## src/rtl/cmp_timer_pkg.sv

```systemverilog
// Package cmp_timer_pkg
// Shared constants for the compare-event timer pair: bus widths, the
// register offsets and the control word field layout.
// Assumes at most six channels, the number of 4-byte slots below the
// compare block at 0x18.
package cmp_timer_pkg;
    localparam int DATA_W   = 32;
    localparam int ADDR_W   = 8;
    localparam int CTRL_W   = 7;
    localparam int PSEL_W   = 3;
    localparam int PSEL_LSB = 4;

    localparam logic [ADDR_W-1:0] CTRL_BASE  = 8'h00;
    localparam logic [ADDR_W-1:0] MATCH_BASE = 8'h18;
    localparam logic [ADDR_W-1:0] COUNT_BASE = 8'h48;
    localparam logic [ADDR_W-1:0] STS_ADDR   = 8'h60;

    localparam int CB_RUN   = 0;
    localparam int CB_IEN   = 1;
    localparam logic [CTRL_W-1:0] CTRL_MASK = 7'h77;

    // Byte offset of a per-channel register.
    function automatic logic [ADDR_W-1:0] slot(logic [ADDR_W-1:0] base, int idx);
        return base + ADDR_W'(4 * idx);
    endfunction
endpackage

```

## src/rtl/cmp_timer_presc.sv

```systemverilog
// Module cmp_timer_presc
// Power-of-two tick generator for one channel. With select s it gives one
// tick every 2^s cycles while enabled. The phase counter restarts from zero
// whenever the channel is disabled.
// Assumes PSEL_W is small: the phase counter is 2^PSEL_W - 1 bits wide.
module cmp_timer_presc #(
    parameter int PSEL_W = 3
) (
    input  logic              clk,
    input  logic              rst_n,
    input  logic              en,
    input  logic [PSEL_W-1:0] sel,
    output logic              tick
);
    localparam int PH_W = (1 << PSEL_W) - 1;

    logic [PH_W-1:0] phase_q;
    logic [PH_W-1:0] mask;

    // Low sel bits of the phase counter that must all be one for a tick.
    always_comb begin
        mask = ~({PH_W{1'b1}} << sel);
        tick = en && ((phase_q & mask) == mask);
    end

    // Phase counter runs while enabled and restarts when disabled.
    always_ff @(posedge clk) begin
        if (!rst_n || !en) phase_q <= '0;
        else               phase_q <= phase_q + 1'b1;
    end


    // With a nonzero select, ticks never come on consecutive cycles.
    presc_gap_chk: assert property (@(posedge clk) disable iff (!rst_n)
        (sel != '0 && tick) |=> (!tick || sel != $past(sel)));
endmodule

```

## src/rtl/cmp_timer_chan.sv

```systemverilog
// Module cmp_timer_chan
// One timer channel: the control, compare and counter registers, the
// prescaler, and detection of a compare hit. The hit is a single-cycle
// pulse in the cycle whose tick moves the counter onto the compare value.
// Assumes the bus decode in the parent produces one-hot write strobes.
module cmp_timer_chan
    import cmp_timer_pkg::*;
(
    input  logic              clk,
    input  logic              rst_n,
    input  logic              ctrl_we,
    input  logic              match_we,
    input  logic              cnt_we,
    input  logic [DATA_W-1:0] wdata,
    output logic [CTRL_W-1:0] ctrl_q,
    output logic [DATA_W-1:0] match_q,
    output logic [DATA_W-1:0] cnt_q,
    output logic              hit
);
    logic              run;
    logic              tick;
    logic [DATA_W-1:0] cnt_nxt;

    assign run     = ctrl_q[CB_RUN];
    assign cnt_nxt = cnt_q + 1'b1;

    cmp_timer_presc #(.PSEL_W(PSEL_W)) u_presc (
        .clk  (clk),
        .rst_n(rst_n),
        .en   (run),
        .sel  (ctrl_q[PSEL_LSB +: PSEL_W]),
        .tick (tick)
    );

    // Control and compare registers, written from the bus.
    always_ff @(posedge clk) begin
        if (!rst_n) begin
            ctrl_q  <= '0;
            match_q <= '0;
        end else begin
            if (ctrl_we)  ctrl_q  <= wdata[CTRL_W-1:0] & CTRL_MASK;
            if (match_we) match_q <= wdata;
        end
    end

    // Counter: a bus load wins, otherwise it steps on each tick.
    always_ff @(posedge clk) begin
        if (!rst_n)          cnt_q <= '0;
        else if (cnt_we)     cnt_q <= wdata;
        else if (run && tick) cnt_q <= cnt_nxt;
    end

    // Hit when a tick moves the counter onto the compare value.
    assign hit = run && tick && !cnt_we && (cnt_nxt == match_q);


    // The counter holds while stopped and not loaded.
    cnt_hold_chk: assert property (@(posedge clk) disable iff (!rst_n)
        (!run && !cnt_we) |=> $stable(cnt_q));


    // A tick steps the counter by one modulo 2^32.
    cnt_step_chk: assert property (@(posedge clk) disable iff (!rst_n)
        (run && tick && !cnt_we) |=> (cnt_q == DATA_W'($past(cnt_q) + 1'b1)));


    // A load takes effect on the next edge.
    cnt_load_chk: assert property (@(posedge clk) disable iff (!rst_n)
        cnt_we |=> (cnt_q == $past(wdata)));
endmodule

```

## src/rtl/cmp_timer_pair.sv

```systemverilog
// Module cmp_timer_pair
// Top level of the two-channel compare-event timer: the register decode,
// read-back mux, shared write-one-to-clear status register and interrupt
// gating. Each channel is an instance of cmp_timer_chan.
// Assumes a single-cycle bus with combinational read data and NCH <= 6.
module cmp_timer_pair
    import cmp_timer_pkg::*;
#(
    parameter int NCH = 2
) (
    input  logic              clk,
    input  logic              rst_n,
    input  logic [ADDR_W-1:0] bus_addr,
    input  logic              bus_we,
    input  logic [DATA_W-1:0] bus_wdata,
    output logic [DATA_W-1:0] bus_rdata,
    output logic [NCH-1:0]    irq
);
    logic [CTRL_W-1:0] ctrl_q  [NCH];
    logic [DATA_W-1:0] match_q [NCH];
    logic [DATA_W-1:0] cnt_q   [NCH];
    logic [NCH-1:0]    hit;
    logic [NCH-1:0]    sts_q;
    logic [NCH-1:0]    sts_clr;
    logic              sts_we;

    assign sts_we  = bus_we && (bus_addr == STS_ADDR);
    assign sts_clr = sts_we ? bus_wdata[NCH-1:0] : '0;

    for (genvar i = 0; i < NCH; i++) begin : g_ch
        cmp_timer_chan u_chan (
            .clk     (clk),
            .rst_n   (rst_n),
            .ctrl_we (bus_we && bus_addr == slot(CTRL_BASE, i)),
            .match_we(bus_we && bus_addr == slot(MATCH_BASE, i)),
            .cnt_we  (bus_we && bus_addr == slot(COUNT_BASE, i)),
            .wdata   (bus_wdata),
            .ctrl_q  (ctrl_q[i]),
            .match_q (match_q[i]),
            .cnt_q   (cnt_q[i]),
            .hit     (hit[i])
        );

        // Interrupt line: latched status gated by interrupt-enable.
        assign irq[i] = sts_q[i] & ctrl_q[i][CB_IEN];


        // A set status bit survives any cycle without a clear for it.
        sts_sticky_chk: assert property (@(posedge clk) disable iff (!rst_n)
            (sts_q[i] && !sts_clr[i]) |=> sts_q[i]);


        // A clear with no simultaneous hit empties the bit.
        sts_clear_chk: assert property (@(posedge clk) disable iff (!rst_n)
            (sts_clr[i] && !hit[i]) |=> !sts_q[i]);


        // A hit always leaves the status bit set.
        sts_set_chk: assert property (@(posedge clk) disable iff (!rst_n)
            hit[i] |=> sts_q[i]);
    end

    // Status latch: a hit sets a bit and a one written to 0x60 clears it; set wins.
    always_ff @(posedge clk) begin
        if (!rst_n) sts_q <= '0;
        else        sts_q <= (sts_q & ~sts_clr) | hit;
    end

    // Read-back mux over all mapped registers; unmapped offsets read zero.
    always_comb begin
        bus_rdata = '0;
        if (bus_addr == STS_ADDR) bus_rdata = DATA_W'(sts_q);
        for (int i = 0; i < NCH; i++) begin
            if (bus_addr == slot(CTRL_BASE, i))  bus_rdata = DATA_W'(ctrl_q[i]);
            if (bus_addr == slot(MATCH_BASE, i)) bus_rdata = match_q[i];
            if (bus_addr == slot(COUNT_BASE, i)) bus_rdata = cnt_q[i];
        end
    end


    // Nothing is pending in the first cycle after reset.
    rst_quiet_chk: assert property (@(posedge clk)
        !$past(rst_n) |-> (sts_q == '0 && irq == '0));
endmodule

```

## config.mk

```make
export PLATFORM = sky130hd
export DESIGN_NAME = cmp_timer_pair
export DESIGN_NICKNAME = d
export VERILOG_FILES = /design/src/rtl/cmp_timer_pkg.sv /design/src/rtl/cmp_timer_presc.sv /design/src/rtl/cmp_timer_chan.sv /design/src/rtl/cmp_timer_pair.sv
export SDC_FILE = /design/constraint.sdc
export NUM_CORES = 1
export LEC_CHECK = 0
export ABC_AREA = 1
export BUFFER_PORTS_ARGS = -buffer_cell sky130_fd_sc_hd__buf_2
export CORE_AREA = 4 4 162 195
export CTS_CLUSTER_DIAMETER = 150
export DETAILED_ROUTE_END_ITERATION = 10
export DIE_AREA = 0 0 166 199
export PLACE_DENSITY_LB_ADDON = 0.25
export SYNTH_ARGS = -nofsm -noshare
export SYNTH_HDL_FRONTEND = slang
export SYNTH_SLANG_ARGS = --single-unit
```

## constraint.sdc

```tcl
create_clock -name clk -period 2.31 [get_ports clk]
set_input_delay 0.1155 -clock clk [delete_from_list [all_inputs] [get_ports clk]]
set_output_delay 0.1155 -clock clk [all_outputs]
set_load 0.05 [all_outputs]
```

==> reports/metrics.yaml <==
rrSetupSlack_ps: 150
nets: 1870
wl_met1_mm: 17.36
cts_tree: "built"
ys.flop_type: "dfxtp_1"
core_area_um2: 29610
power_density_nw_per_um2: 483.1
cts.sinks: 156
synthTopCellsByArea: "dfxtp_1, nand2_1, nand3_1, inv_1, a21oi_1"
syn_inst: 1713
synth.net_count: 1760
irDropWorstVdd_mv: 0.3098
antenna_found_initial: 0
wl_per_cell_um: 17.89
syn_avg_cell_area_um2: 5.973
ys_types: 40
met2WireLength_mm: 18.16
syn_to_final_growth_pct: 18.82
skew_ps: 10.85
fmax_mhz: 462.7
grtUsageTotal_pct: 23.59
startpoint_type: "flip-flop"
yosysTopAreaCell: "dfxtp_1"
finalCoreUtilization_pct: 41.06
grt_pass1_vias: 11170
final_common_cell: "nand2_1"
nFillCells: 3174
setup_ws_ps: 148.6
synth-edff-count: 0
num_vias: 11760
dp.final_hpwl_mm: 30.25
die_w_um: 166
hold_viol: 0
ys_seq_elements: 156
endpoint_kind: "flip-flop"
final.period_utilization_pct: 93.57
path_max_fanout: 7
antenna_cells: 0
hp-class: "in -> reg"
start_util_pct: 34.55
syn_area_um2: 10230
mostFrequentLayoutCells: "nand2_1, inv_1, nand3_1"
tightestPinTransition_ps: 636.3
drt_first_iter_violations: 895
finalMaxSlewViolations: 0
arrival_ps: 2520
cts_buffers: 17
pre_cts_ws_ps: 25.57
max-slew-margin-rel_pct: 57.58
fp.dieArea_um2: 33030
overflow: 0
ys_seq_area_share_pct: 30.52
multiInputGateArea_um2: 6207
top_layer: "met4"
pin_count: 77
cts_htree_levels: 4
grt_first_pass_wirelength_mm: 61.49
first_pass_iters: 5
worstSkewPairLatency_ps: 430
dieHeight_um: 199
crit_type: "reg -> reg"
clockBufferDepth: 2
cap_violations: 0
gp_congestion: 0.9704
setup_viol: 0
setup-tns-final_ps: 0
fin_crit_ps: 2161
grt_max_degree: 64
route.met3.wl_mm: 2.252
yosysWarnings: 0
worstPathRequired_ps: 2670
synth.top_cell.area_share_pct: 30.52
port_buffers: 76
ctsRootBufferMaster: "clkbuf_16"
drc: 0
cts.reportedPaths.clkPinSlew_ps: 70
async_flop_share_pct: 0
drive_above_1_share_pct: 13.24
seq_area_um2: 3129
p_leak_nw: 4.691
vias_per_cell: 5.283
status: "complete, no violations"
drt-total-wl_mm: 39.81
num_rows: 69
power.total_mw: 5.873
ant_nets: 0
## layer usage
layer	GRT usage (%)	vias up
met2	39.19	446
met5	0	-
li1	-	5845
met3	2.803	83
met1	30.44	5381
met4	11.89	0
## cell usage after synthesis, drive strengths merged (12+ instances only)
master    n
o21ai   123
o22ai    22
a31oi    36
dfxtp   156
nor2    179
clkbuf   45
o211ai   12
a21oi   136
nand3   181
a221oi   13
nand2   543
inv     203
## metrics by stage
stage               hold WS [ps]  cell area (um2)  cells
floorplan                  250.4            10230   1713
global placement           443.0            11420   2186
detailed placement         450.3            11420   2186
CTS                        4.857            12030   2219
global route               11.60            12160   2225
finish                     17.60            12160   2225
## where the power goes
| group | leakage, nW | internal, mW | switching [mW] |
|---|---|---|---|
| logic | 3.15 | 0.0635 | 0.169 |
| clock network | 0.278 | 1.72 | 1.22 |
| registers | 1.26 | 2.69 | 0.00412 |
## repair_timing
action                                  in CTS  in global routing
hold endpoints to repair                     2                  0
hold buffers                                 2                  0
buffers inserted                             0                  6
endpoints found under the setup margin       0                  2
gates resized for setup                      0                 30
## worst paths after layout
kind / to / startpoint / cells past startpoint
max: sts_q[1]$_SDFF_PN0_ / g_ch[1].u_chan.cnt_q[0]$_SDFFE_PN0P_ / 15
min: g_ch[1].u_chan.cnt_q[22]$_SDFFE_PN0P_ / bus_wdata[22] / 3
max reg2reg: sts_q[1]$_SDFF_PN0_ / g_ch[1].u_chan.cnt_q[0]$_SDFFE_PN0P_ / 15
min reg2reg: g_ch[0].u_chan.u_presc.phase_q[6]$_SDFF_PP0_ / g_ch[0].u_chan.u_presc.phase_q[6]$_SDFF_PP0_ / 1
## logic make-up (layout without fill, tap and decap cells)
logic type / after synthesis / in the layout / share of synthesized area, %
buffers and inverters: 261 / 383 / 9.636
adder cells (fa/ha/maj): 4 / 4 / 0.4891
AND/OR/NAND/NOR: 925 / 925 / 38.60
AO/OA/AOI/OAI: 351 / 351 / 18.98
flip-flops: 156 / 156 / 30.52
XOR/XNOR: 16 / 16 / 1.773
## layout make-up
type | instances | share of cell area (%)
inverter | 207 | 6.391
multi-input combinational | 1296 | 51.05
sequential | 156 | 25.74
timing repair buffer | 145 | 7.945
clock buffer | 20 | 3.674
clock inverter | 11 | 1.183
tap | 390 | 4.014
## flip-flops by register name, indices dropped and copies added, names as in the netlist
register,flops
g_ch.u_chan.u_presc.phase_q,14
g_ch.u_chan.match_q,64
g_ch.u_chan.cnt_q,64
sts_q,2
g_ch.u_chan.ctrl_q,12
## worst max-delay path, cell delays in order, from the launching register on
cell	delay, ps
dfxtp_2	370
ha_2	210
nand2_2	90
nor2_4	250
nand2_2	140
nor2_4	180
nand2_1	110
nand2_1	90
nand2_1	60
nand2_1	60
nand2_1	40
nor2_1	80
nand2_1	70
nor2_2	150
nand3_1	90
a21oi_1	110
Note: power is estimated with default switching activity, not from simulation.
